`src/rtl/mbx_pkg.sv`:
```
package mbx_pkg;
  localparam int DW        = 32;
  localparam int MSG_WORDS = 8;
  localparam logic [31:0] UNLOCK_KEY = 32'h1ACC_E551;
  localparam logic [9:0]  LOCK_WADDR = 10'h280;

  // word offsets inside a channel window
  localparam logic [3:0] OFF_OWNER  = 4'd0;
  localparam logic [3:0] OFF_DSET   = 4'd1;
  localparam logic [3:0] OFF_DCLR   = 4'd2;
  localparam logic [3:0] OFF_DSTAT  = 4'd3;
  localparam logic [3:0] OFF_STATUS = 4'd4;
  localparam logic [3:0] OFF_MASK   = 4'd5;
  localparam logic [3:0] OFF_ICLR   = 4'd6;
  localparam logic [3:0] OFF_LAUNCH = 4'd7;

  typedef enum logic [1:0] {
    CH_IDLE  = 2'd0,
    CH_READY = 2'd1,
    CH_FLY   = 2'd2,
    CH_ACKED = 2'd3
  } chan_state_e;

  function automatic logic single_bit(input logic [DW-1:0] v);
    return (v != '0) && ((v & (v - 1'b1)) == '0);
  endfunction

  function automatic logic [DW-1:0] status_word(input chan_state_e st,
                                                input logic self_ack);
    logic [DW-1:0] w;
    w    = '0;
    w[0] = self_ack;
    w[4] = (st == CH_IDLE);
    w[5] = (st == CH_READY);
    w[6] = (st == CH_FLY);
    w[7] = (st == CH_ACKED);
    return w;
  endfunction
endpackage

```
`src/rtl/mbx_lock.sv`:
```
module mbx_lock
  import mbx_pkg::*;
(
  input  logic          clk_i,
  input  logic          rst_ni,
  input  logic          we_i,
  input  logic [DW-1:0] wdata_i,
  output logic          engaged_o
);
  logic engaged_q;

  always_ff @(posedge clk_i or negedge rst_ni) begin
    if (!rst_ni) engaged_q <= 1'b1;
    else if (we_i) engaged_q <= (wdata_i != UNLOCK_KEY);
  end

  assign engaged_o = engaged_q;
endmodule

```
`src/rtl/mbx_decode.sv`:
```
module mbx_decode
  import mbx_pkg::*;
#(
  parameter int NCH = 4
) (
  input  logic           wr_i,
  input  logic [9:0]     addr_i,
  input  logic           engaged_i,
  output logic           lock_hit_o,
  output logic           lock_we_o,
  output logic [NCH-1:0] chan_sel_o,
  output logic [NCH-1:0] chan_we_o,
  output logic [3:0]     off_o
);
  logic [5:0] idx;

  assign idx        = addr_i[9:4];
  assign off_o      = addr_i[3:0];
  assign lock_hit_o = (addr_i == LOCK_WADDR);
  assign lock_we_o  = wr_i && lock_hit_o;

  for (genvar c = 0; c < NCH; c++) begin : g_sel
    assign chan_sel_o[c] = !lock_hit_o && (idx == 6'(c));
    assign chan_we_o[c]  = chan_sel_o[c] && wr_i && !engaged_i;
  end
endmodule

```
`src/rtl/mbx_chan.sv`:
```
module mbx_chan
  import mbx_pkg::*;
#(
  parameter int ACK_DLY = 8
) (
  input  logic          clk_i,
  input  logic          rst_ni,
  input  logic          we_i,
  input  logic [3:0]    off_i,
  input  logic [DW-1:0] wdata_i,
  input  logic          ack_in_i,
  output logic [DW-1:0] rdata_o,
  output logic [DW-1:0] dst_vec_o,
  output logic [DW-1:0] ack_vec_o,
  output logic          idle_o,
  output logic          ready_o,
  output logic          fly_o,
  output logic          acked_o
);
  localparam int CW = $clog2(ACK_DLY + 1);

  chan_state_e   st_q;
  logic [DW-1:0] owner_q, dst_q, mask_q;
  logic          self_ack_q;
  logic [CW-1:0] cnt_q;
  logic [DW-1:0] data_q [MSG_WORDS];

  logic launch_ok, clear_ok, claim_ok, release_ok, timeout_hit;

  assign claim_ok    = we_i && off_i == OFF_OWNER && st_q == CH_IDLE && single_bit(wdata_i);
  assign release_ok  = we_i && off_i == OFF_OWNER && st_q == CH_READY && wdata_i == '0;
  assign launch_ok   = we_i && off_i == OFF_LAUNCH && st_q == CH_READY && wdata_i == owner_q;
  assign clear_ok    = we_i && off_i == OFF_ICLR && st_q == CH_ACKED && wdata_i == owner_q;
  assign timeout_hit = self_ack_q && (cnt_q == CW'(ACK_DLY - 1));

  always_ff @(posedge clk_i or negedge rst_ni) begin
    if (!rst_ni) begin
      st_q       <= CH_IDLE;
      owner_q    <= '0;
      dst_q      <= '0;
      mask_q     <= '1;
      self_ack_q <= 1'b0;
      cnt_q      <= '0;
      for (int i = 0; i < MSG_WORDS; i++) data_q[i] <= '0;
    end else begin
      if (st_q == CH_FLY) begin
        if (ack_in_i || timeout_hit) st_q <= CH_ACKED;
        else                         cnt_q <= cnt_q + 1'b1;
      end
      if (claim_ok) begin
        owner_q <= wdata_i;
        st_q    <= CH_READY;
      end
      if (release_ok) begin
        owner_q <= '0;
        st_q    <= CH_IDLE;
      end
      if (launch_ok) begin
        st_q  <= CH_FLY;
        cnt_q <= '0;
      end
      if (clear_ok) st_q <= CH_READY;
      if (we_i) begin
        unique case (off_i)
          OFF_DSET:   dst_q      <= dst_q | wdata_i;
          OFF_DCLR:   dst_q      <= dst_q & ~wdata_i;
          OFF_STATUS: self_ack_q <= wdata_i[0];
          OFF_MASK:   mask_q     <= wdata_i;
          default: if (off_i[3]) data_q[off_i[2:0]] <= wdata_i;
        endcase
      end
    end
  end

  always_comb begin
    unique case (off_i)
      OFF_OWNER:             rdata_o = owner_q;
      OFF_DSET, OFF_DSTAT:   rdata_o = dst_q;
      OFF_STATUS:            rdata_o = status_word(st_q, self_ack_q);
      OFF_MASK:              rdata_o = mask_q;
      OFF_DCLR, OFF_ICLR,
      OFF_LAUNCH:            rdata_o = '0;
      default:               rdata_o = data_q[off_i[2:0]];
    endcase
  end

  assign dst_vec_o = (st_q == CH_FLY)   ? (dst_q & ~mask_q) : '0;
  assign ack_vec_o = (st_q == CH_ACKED) ? owner_q : '0;
  assign idle_o    = (st_q == CH_IDLE);
  assign ready_o   = (st_q == CH_READY);
  assign fly_o     = (st_q == CH_FLY);
  assign acked_o   = (st_q == CH_ACKED);
endmodule

```
`src/rtl/mailbox_ipc.sv`:
```
module mailbox_ipc
  import mbx_pkg::*;
#(
  parameter int NCH     = 4,
  parameter int ACK_DLY = 8
) (
  input  logic           clk_i,
  input  logic           rst_ni,
  input  logic           wr_i,
  input  logic [9:0]     addr_i,
  input  logic [31:0]    wdata_i,
  output logic [31:0]    rdata_o,
  input  logic [NCH-1:0] ack_in_i,
  output logic [31:0]    dst_irq_o,
  output logic [31:0]    ack_irq_o
);
  // named internal events, observed by the bound checker
  logic           lock_engaged;
  logic           lock_hit, lock_we;
  logic [NCH-1:0] chan_sel, chan_we;
  logic [3:0]     off;
  logic [NCH-1:0] st_idle, st_ready, st_fly, st_acked;
  logic [DW-1:0]  chan_rd  [NCH];
  logic [DW-1:0]  chan_dst [NCH];
  logic [DW-1:0]  chan_ack [NCH];

  mbx_lock u_lock (
    .clk_i     (clk_i),
    .rst_ni    (rst_ni),
    .we_i      (lock_we),
    .wdata_i   (wdata_i),
    .engaged_o (lock_engaged)
  );

  mbx_decode #(.NCH(NCH)) u_dec (
    .wr_i       (wr_i),
    .addr_i     (addr_i),
    .engaged_i  (lock_engaged),
    .lock_hit_o (lock_hit),
    .lock_we_o  (lock_we),
    .chan_sel_o (chan_sel),
    .chan_we_o  (chan_we),
    .off_o      (off)
  );

  for (genvar c = 0; c < NCH; c++) begin : g_chan
    mbx_chan #(.ACK_DLY(ACK_DLY)) u_chan (
      .clk_i     (clk_i),
      .rst_ni    (rst_ni),
      .we_i      (chan_we[c]),
      .off_i     (off),
      .wdata_i   (wdata_i),
      .ack_in_i  (ack_in_i[c]),
      .rdata_o   (chan_rd[c]),
      .dst_vec_o (chan_dst[c]),
      .ack_vec_o (chan_ack[c]),
      .idle_o    (st_idle[c]),
      .ready_o   (st_ready[c]),
      .fly_o     (st_fly[c]),
      .acked_o   (st_acked[c])
    );
  end

  always_comb begin
    rdata_o   = lock_hit ? {31'b0, lock_engaged} : '0;
    dst_irq_o = '0;
    ack_irq_o = '0;
    for (int c = 0; c < NCH; c++) begin
      if (chan_sel[c]) rdata_o = rdata_o | chan_rd[c];
      dst_irq_o = dst_irq_o | chan_dst[c];
      ack_irq_o = ack_irq_o | chan_ack[c];
    end
  end
endmodule

```
`config.mk`:
```
export PLATFORM = sky130hd
export DESIGN_NAME = mailbox_ipc
export DESIGN_NICKNAME = d
export VERILOG_FILES = /design/src/rtl/mbx_pkg.sv /design/src/rtl/mbx_lock.sv /design/src/rtl/mbx_decode.sv /design/src/rtl/mbx_chan.sv /design/src/rtl/mailbox_ipc.sv
export SDC_FILE = /design/constraint.sdc
export NUM_CORES = 2
export LEC_CHECK = 0
export BUFFER_PORTS_ARGS = -buffer_cell sky130_fd_sc_hd__buf_2
export CAP_MARGIN = 20
export CORE_ASPECT_RATIO = 1.1
export CORE_MARGIN = 10
export CORE_UTILIZATION = 45
export DETAILED_ROUTE_END_ITERATION = 16
export PLACE_DENSITY = 0.58
export SYNTH_ARGS = -nofsm -noshare
export SYNTH_HDL_FRONTEND = slang
export SYNTH_SLANG_ARGS = --single-unit
```
`constraint.sdc`:
```
create_clock -name clk_i -period 6.3 [get_ports clk_i]
set_input_delay 1.26 -clock clk_i [delete_from_list [all_inputs] [get_ports clk_i]]
set_output_delay 1.26 -clock clk_i [all_outputs]
set_load 0.005 [all_outputs]
```
==> Word-level counts from Yosys, hierarchy flattened <==
Index checks and enable logic that the tools add are counted.
{ "word_totals": {"out_inout_bits": 96, "in_bits": 49, "regBits": 1437, "elab_cells": 335} }
{ "classes": {"n_mux": 83, "reduce_logical": 122, "n_lt_le_gt_ge": 2, "n_bitwise": 30, "n_addsub": 5, "n_eq_ne": 36} }
{ "op_table": {"columns": ["operator", "n"], "rows": [
  ["$bwmux 256", 4],
  ["$mux 32", 29],
  ["$pmux 32 s5", 4],
  ["$or 32x32->32", 13],
  ["$bmux 32 s3", 4],
  ["$and 32x32->32", 9],
  ["$pmux 32 s2", 4],
  ["$not 32->32", 5],
  ["$eq 32x32->1", 4],
  ["$demux 32 s3", 1],
  ["$logic_not 32->1", 2],
  ["$logic_and 1x1->1", 63],
  ["$mux 2", 24],
  ["$mux 4", 12],
  ["$reduce_and 2->1", 20],
  ["$reduce_bool 5->1", 8],
  ["$eq 4x3->1 const B", 8],
  ["$ne 32x29->1 const B", 1],
  ["$or 1x32->32", 1],
  ["$reduce_bool 32->1", 1],
  ["$sub 32x1->32 const B", 1],
  ["$reduce_bool 2->1", 9],
  ["$add 4x1->4 const B", 4],
  ["$eq 2x2->1 const B", 8],
  ["21 further kinds", 39]
]} }

==> Depth between registers and ports, before layout <==
{ "logic_depth": {"ltp_word": 13, "depth_mapped": 12, "ltp_nobuf": 7} }

==> Cells and area by module <==
Synthesis repeated with hierarchy kept, for this count alone.
{ "unflattened": {"hier_cells": 5838, "area_unflattened_um2": 71907.7} }
{ "by_module_without_submodules": {"columns": ["mod", "area_each_um2", "cells_per_inst", "seq_area_each_um2", "instances"], "rows": [
  ["mbx_chan (g_chan[0].u_chan ...)", 17589.4, 1407, 9023.7, 3],
  ["mbx_chan (g_chan[3].u_chan)", 17698.2, 1407, 9023.7, 1],
  ["mailbox_ipc", 1143.6, 172, 0.0, 1],
  ["mbx_decode", 170.2, 24, 0.0, 1],
  ["mbx_lock", 127.6, 14, 26.3, 1]
]} }

==> Worst setup path after synthesis <==
OpenSTA, ideal clock, no wires.
{ "synth_timing": {"path_type": "input-to-output", "from": "input addr_i[0]", "to": "output rdata_o[5]", "t_arrival_ps": 4001, "stages": 9, "slack_ps": 1039, "path_buffers": 4, "path_cell_list": "clkbuf_1 > clkbuf_1 > buf_1 > buf_1 > mux4_2 > mux2i_1 > a21oi_1 > a311oi_1 > o21ai_0"} }
{ "synth_via": {"elab_chain_len": 13, "word_cells_on_any_way": 41, "cone_classes": "8 x eq/ne; 20 x mux; 5 x bitwise; 8 x reduce/logical"} }
{ "synth_rtl": {"columns": ["item", "line_no", "rtl"], "rows": [
  ["from (decl)", "mailbox_ipc.sv:10", "input logic [9:0] addr_i,"],
  ["$not 3->4 (implied by the code)", "mbx_chan.sv:83", "default: rdata_o = data_q[off_i[2:0]];"],
  ["$bmux 32 s3", "mbx_chan.sv:83", null],
  ["$mux 32 (implied by the code) (2 in a row)", "mbx_chan.sv:83", null],
  ["$pmux 32 s5", "mbx_chan.sv:76", "unique case (off_i)"],
  ["$or 1x32->32", "mailbox_ipc.sv:69", "if (chan_sel[c]) rdata_o = rdata_o | chan_rd[c];"],
  ["$mux 32", "mailbox_ipc.sv:69", null],
  ["$or 32x32->32", "mailbox_ipc.sv:69", null],
  ["$mux 32", "mailbox_ipc.sv:69", null],
  ["$or 32x32->32", "mailbox_ipc.sv:69", null],
  ["$mux 32", "mailbox_ipc.sv:69", null],
  ["$or 32x32->32", "mailbox_ipc.sv:69", null],
  ["$mux 32 (*)", "mailbox_ipc.sv:69", null],
  ["to (decl)", "mailbox_ipc.sv:12", "output logic [31:0] rdata_o,"]
]} }
Every way passes the cells marked *; elsewhere a longest branch is shown, timed or not. The select of a mux whose other input is x is not followed.

==> Worst setup path after layout <==
{ "layout_timing": {"from": "input addr_i[1]", "to": "output rdata_o[16]"} }
The elaborated chain is that of the path after synthesis.

==> flow_summary.yaml <==
final_layout:
  drive_gt1_share_pct: 34.22
  mostFrequentLayoutCells: "dfrtp_1, mux2_2, nand2_1, o21ai_0, a21oi_1"
  fin_util_pct: 50.51
  syn_to_final_growth_pct: 11.51
  nets: 5636
  layout_commonest_cell: "dfrtp_1"
critical_path:
  r2r_slack_ns: 2.81
  path_max_fanout: 37
  critPathLaunchType: "input pin"
  path_class: "input pin to primary output"
  cp-end-kind: "primary output"
  r2r-start: "u_lock.engaged_o"
  critPathRequiredTime_ns: 5.04
  reg2reg_depth: 7
  arrival_ns: 4.24
  reg2reg_to: "g_chan[0].u_chan.data_q[57]"
sta:
  worst_slew_pin_slew_ns: 1.157
  timing.hold.ws_ns: 0.4326
  rsz0062_at_grt: "false"
  fmax_mhz: 181.8
  finalMaxSlewViolations: 0
  period_needed_ns: 5.501
  period_share_pct: 87.32
  slew_headroom_pct: 22.18
  setup_tns_ns: 0
  setup_viol: 0
  hold_viol: 0
  clock_skew_ns: 0.02336
clock_network:
  cts_tree: "done"
  ctsLongestPathBuffers: 3
  numCtsBuffers: 150
  clk_pin_slew_ns: 0.06
  postCtsSetupBuffers: 0
  root_buffer: "clkbuf_16"
  cts.sinks: 1437
  postCtsResizedCells: 0
  cts_max_level: 4
  clk_latency_ns: 0.80
  postCtsHoldBufs: 0
drt:
  totalWireLength_um: 234300
  detail_route.vias_per_cell: 6.259
  wl_met2_um: 102300
  via_count: 48620
  routed.top_layer: "met5"
  ant_nets: 0
  met1_length_um: 100200
  route.met3.wl_um: 20780
  drt_pass1_iterations: 6
  drt-initial-drc-count: 5514
  wl_per_cell_um: 30.16
  route.detailed.drc: 0
synthesis:
  yosysWarnings: 0
  seq_area_frac_synth_pct: 51.73
  ys_seq_elements: 1437
  dominantRegCellSynth: "dfrtp_1"
  avgSynthCellArea_um2: 12.23
  async_flop_share_pct: 100.0
  syn_area_mm2: 0.06983
  syn_nets: 5761
  synth_edf_count: 0
  netlist_instances: 5708
  ys_types: 66
power_and_ir_drop:
  leakagePower_nw: 35.97
  ir_worst_vdd_mv: 0.2669
  power.density_mw_per_mm2: 253.7
global_routing:
  grt_max_degree: 148
  grt_pass1_wl_um: 343000
  grt_pass1_vias: 47450
  grt.total_usage_pct: 26.84
  antenna_found_initial: 7
  overflow: 0
flow_run:
  cap_violations: 0
min_path:
  hold_class: "input pin to asynchronous set/reset pin"
place:
  portBuffers: 144
  gp_congestion: 1.041
  hpwl_um: 152800
die:
  die_y_um: 433.2
  initial_utilization_pct: 45.30
  die_area_mm2: 0.1714
  io_pins: 145
  die_w_um: 395.6
  core_area_mm2: 0.1542
  row_count: 151
run_status:
  status: "completed"
[report_power, final]
part	switching, W	internal (W)
Sequential	0.0000739	0.00938
Clock	0.00382	0.00529
Combinational	0.000854	0.000345
Total	0.00475	0.0150
[metal layers]
| metal | track usage (%) | vias up |
|---|---|---|
| met3 | 6.047 | 421 |
| met1 | 37.95 | 25460 |
| met4 | 11.93 | 2 |
| li1 | - | 20520 |
| met2 | 39.42 | 2225 |
| met5 | 0 | - |
[registers in the layout, indices dropped and copies added, names as in the netlist, named ones only]
name,flops
g_chan.u_chan.mask_q,128
g_chan.u_chan.owner_q,128
u_lock.engaged_o,1
g_chan.u_chan.cnt_q,16
g_chan.u_chan.data_q,1024
g_chan.u_chan.self_ack_q,4
g_chan.u_chan.st_q,8
[synth_stat cells, types with 5 or more instances]
| library cell | number | area (um^2) |
|---|---|---|
| buf_1 | 73 | 274.0 |
| a22o_1 | 37 | 324.1 |
| nor3b_1 | 36 | 270.3 |
| mux2_2 | 898 | 10110 |
| nor2b_1 | 74 | 462.9 |
| nand2b_1 | 6 | 37.54 |
| and2_1 | 6 | 37.54 |
| or4_1 | 10 | 75.07 |
| xnor2_1 | 88 | 770.7 |
| nand2_1 | 532 | 1997 |
| a21oi_1 | 258 | 1291 |
| inv_1 | 70 | 262.8 |
| or3_1 | 8 | 50.05 |
| mux4_2 | 256 | 5766 |
| a221oi_1 | 13 | 113.9 |
| xor2_1 | 52 | 455.4 |
| buf_6 | 10 | 112.6 |
| dfstp_2 | 129 | 3390 |
| nor4_1 | 24 | 150.1 |
| a222oi_1 | 35 | 350.3 |
| clkbuf_1 | 504 | 1892 |
| buf_2 | 5 | 25.02 |
| a31oi_1 | 162 | 1013 |
| nor3_1 | 19 | 95.09 |
| mux2_4 | 58 | 870.8 |
| a211oi_1 | 90 | 675.7 |
| o221ai_1 | 19 | 166.4 |
| nand3_1 | 51 | 255.2 |
| nand4_1 | 35 | 219.0 |
| nor2_1 | 90 | 337.8 |
| o22ai_1 | 6 | 37.54 |
| mux2i_1 | 152 | 1521 |
| nand3b_1 | 66 | 495.5 |
| o21ai_0 | 376 | 1882 |
| dfrtp_1 | 1308 | 32730 |
| a22oi_1 | 92 | 690.7 |
[cell families (layout without fill, tap and decap cells)]
family | count (synthesis) | count (layout) | share of synthesized area [%]
compound gates | 1116 | 1116 | 9.731
xor+xnor | 140 | 140 | 1.756
fa+ha+maj | 7 | 7 | 0.1147
buf+inv | 666 | 660 | 3.714
flops | 1437 | 1437 | 51.73
mux | 1364 | 1364 | 26.16
other cells | 0 | 2 | 0
simple gates | 978 | 978 | 6.796
[worst max-delay path by stage]
stage / startpoint / end / slack [ns] / cells past startpoint
3_5_place_dp: addr_i[1] / rdata_o[19] / 0.94 / 9
4_1_cts: addr_i[1] / rdata_o[19] / 0.93 / 9
5_1_grt: addr_i[1] / rdata_o[19] / 0.76 / 9
6_report: addr_i[1] / rdata_o[16] / 0.80 / 9
2_1_floorplan: addr_i[0] / rdata_o[5] / 1.04 / 9
3_3_place_gp: addr_i[1] / rdata_o[15] / 0.92 / 9
[through the flow]
step / instance area [um^2] / power [W] / instances / setup slack, ns
2_1_floorplan: 69830 / 0.01021 / 5708 / 1.039
3_3_place_gp: 72860 / 0.01078 / 7495 / 0.9160
3_5_place_dp: 72890 / 0.01080 / 7496 / 0.9434
4_1_cts: 77860 / 0.01990 / 7767 / 0.9299
5_1_grt: 77870 / 0.02035 / 7768 / 0.7604
6_report: 77870 / 0.01976 / 7769 / 0.7988
[worst max-delay path, cell delays in order]
cell	delay [ns]
buf_8	0.17
or2_2	0.51
nor2_2	0.61
buf_4	0.44
a222oi_1	0.15
nor2_1	0.13
a21oi_1	0.06
o221ai_1	0.59
buf_2	0.24
[layout make-up]
class / count / area (um^2)
multi-input cells: 3605 / 31370
clock inverters: 43 / 526.8
fillers: 13460 / 76300
well taps: 2065 / 2584
repair buffers: 319 / 2547
flip-flops and latches: 1437 / 36120
inverters: 70 / 262.8
diodes: 2 / 5.005
clock buffers: 228 / 4452
No activity file was read; power rests on OpenSTA's default activity.
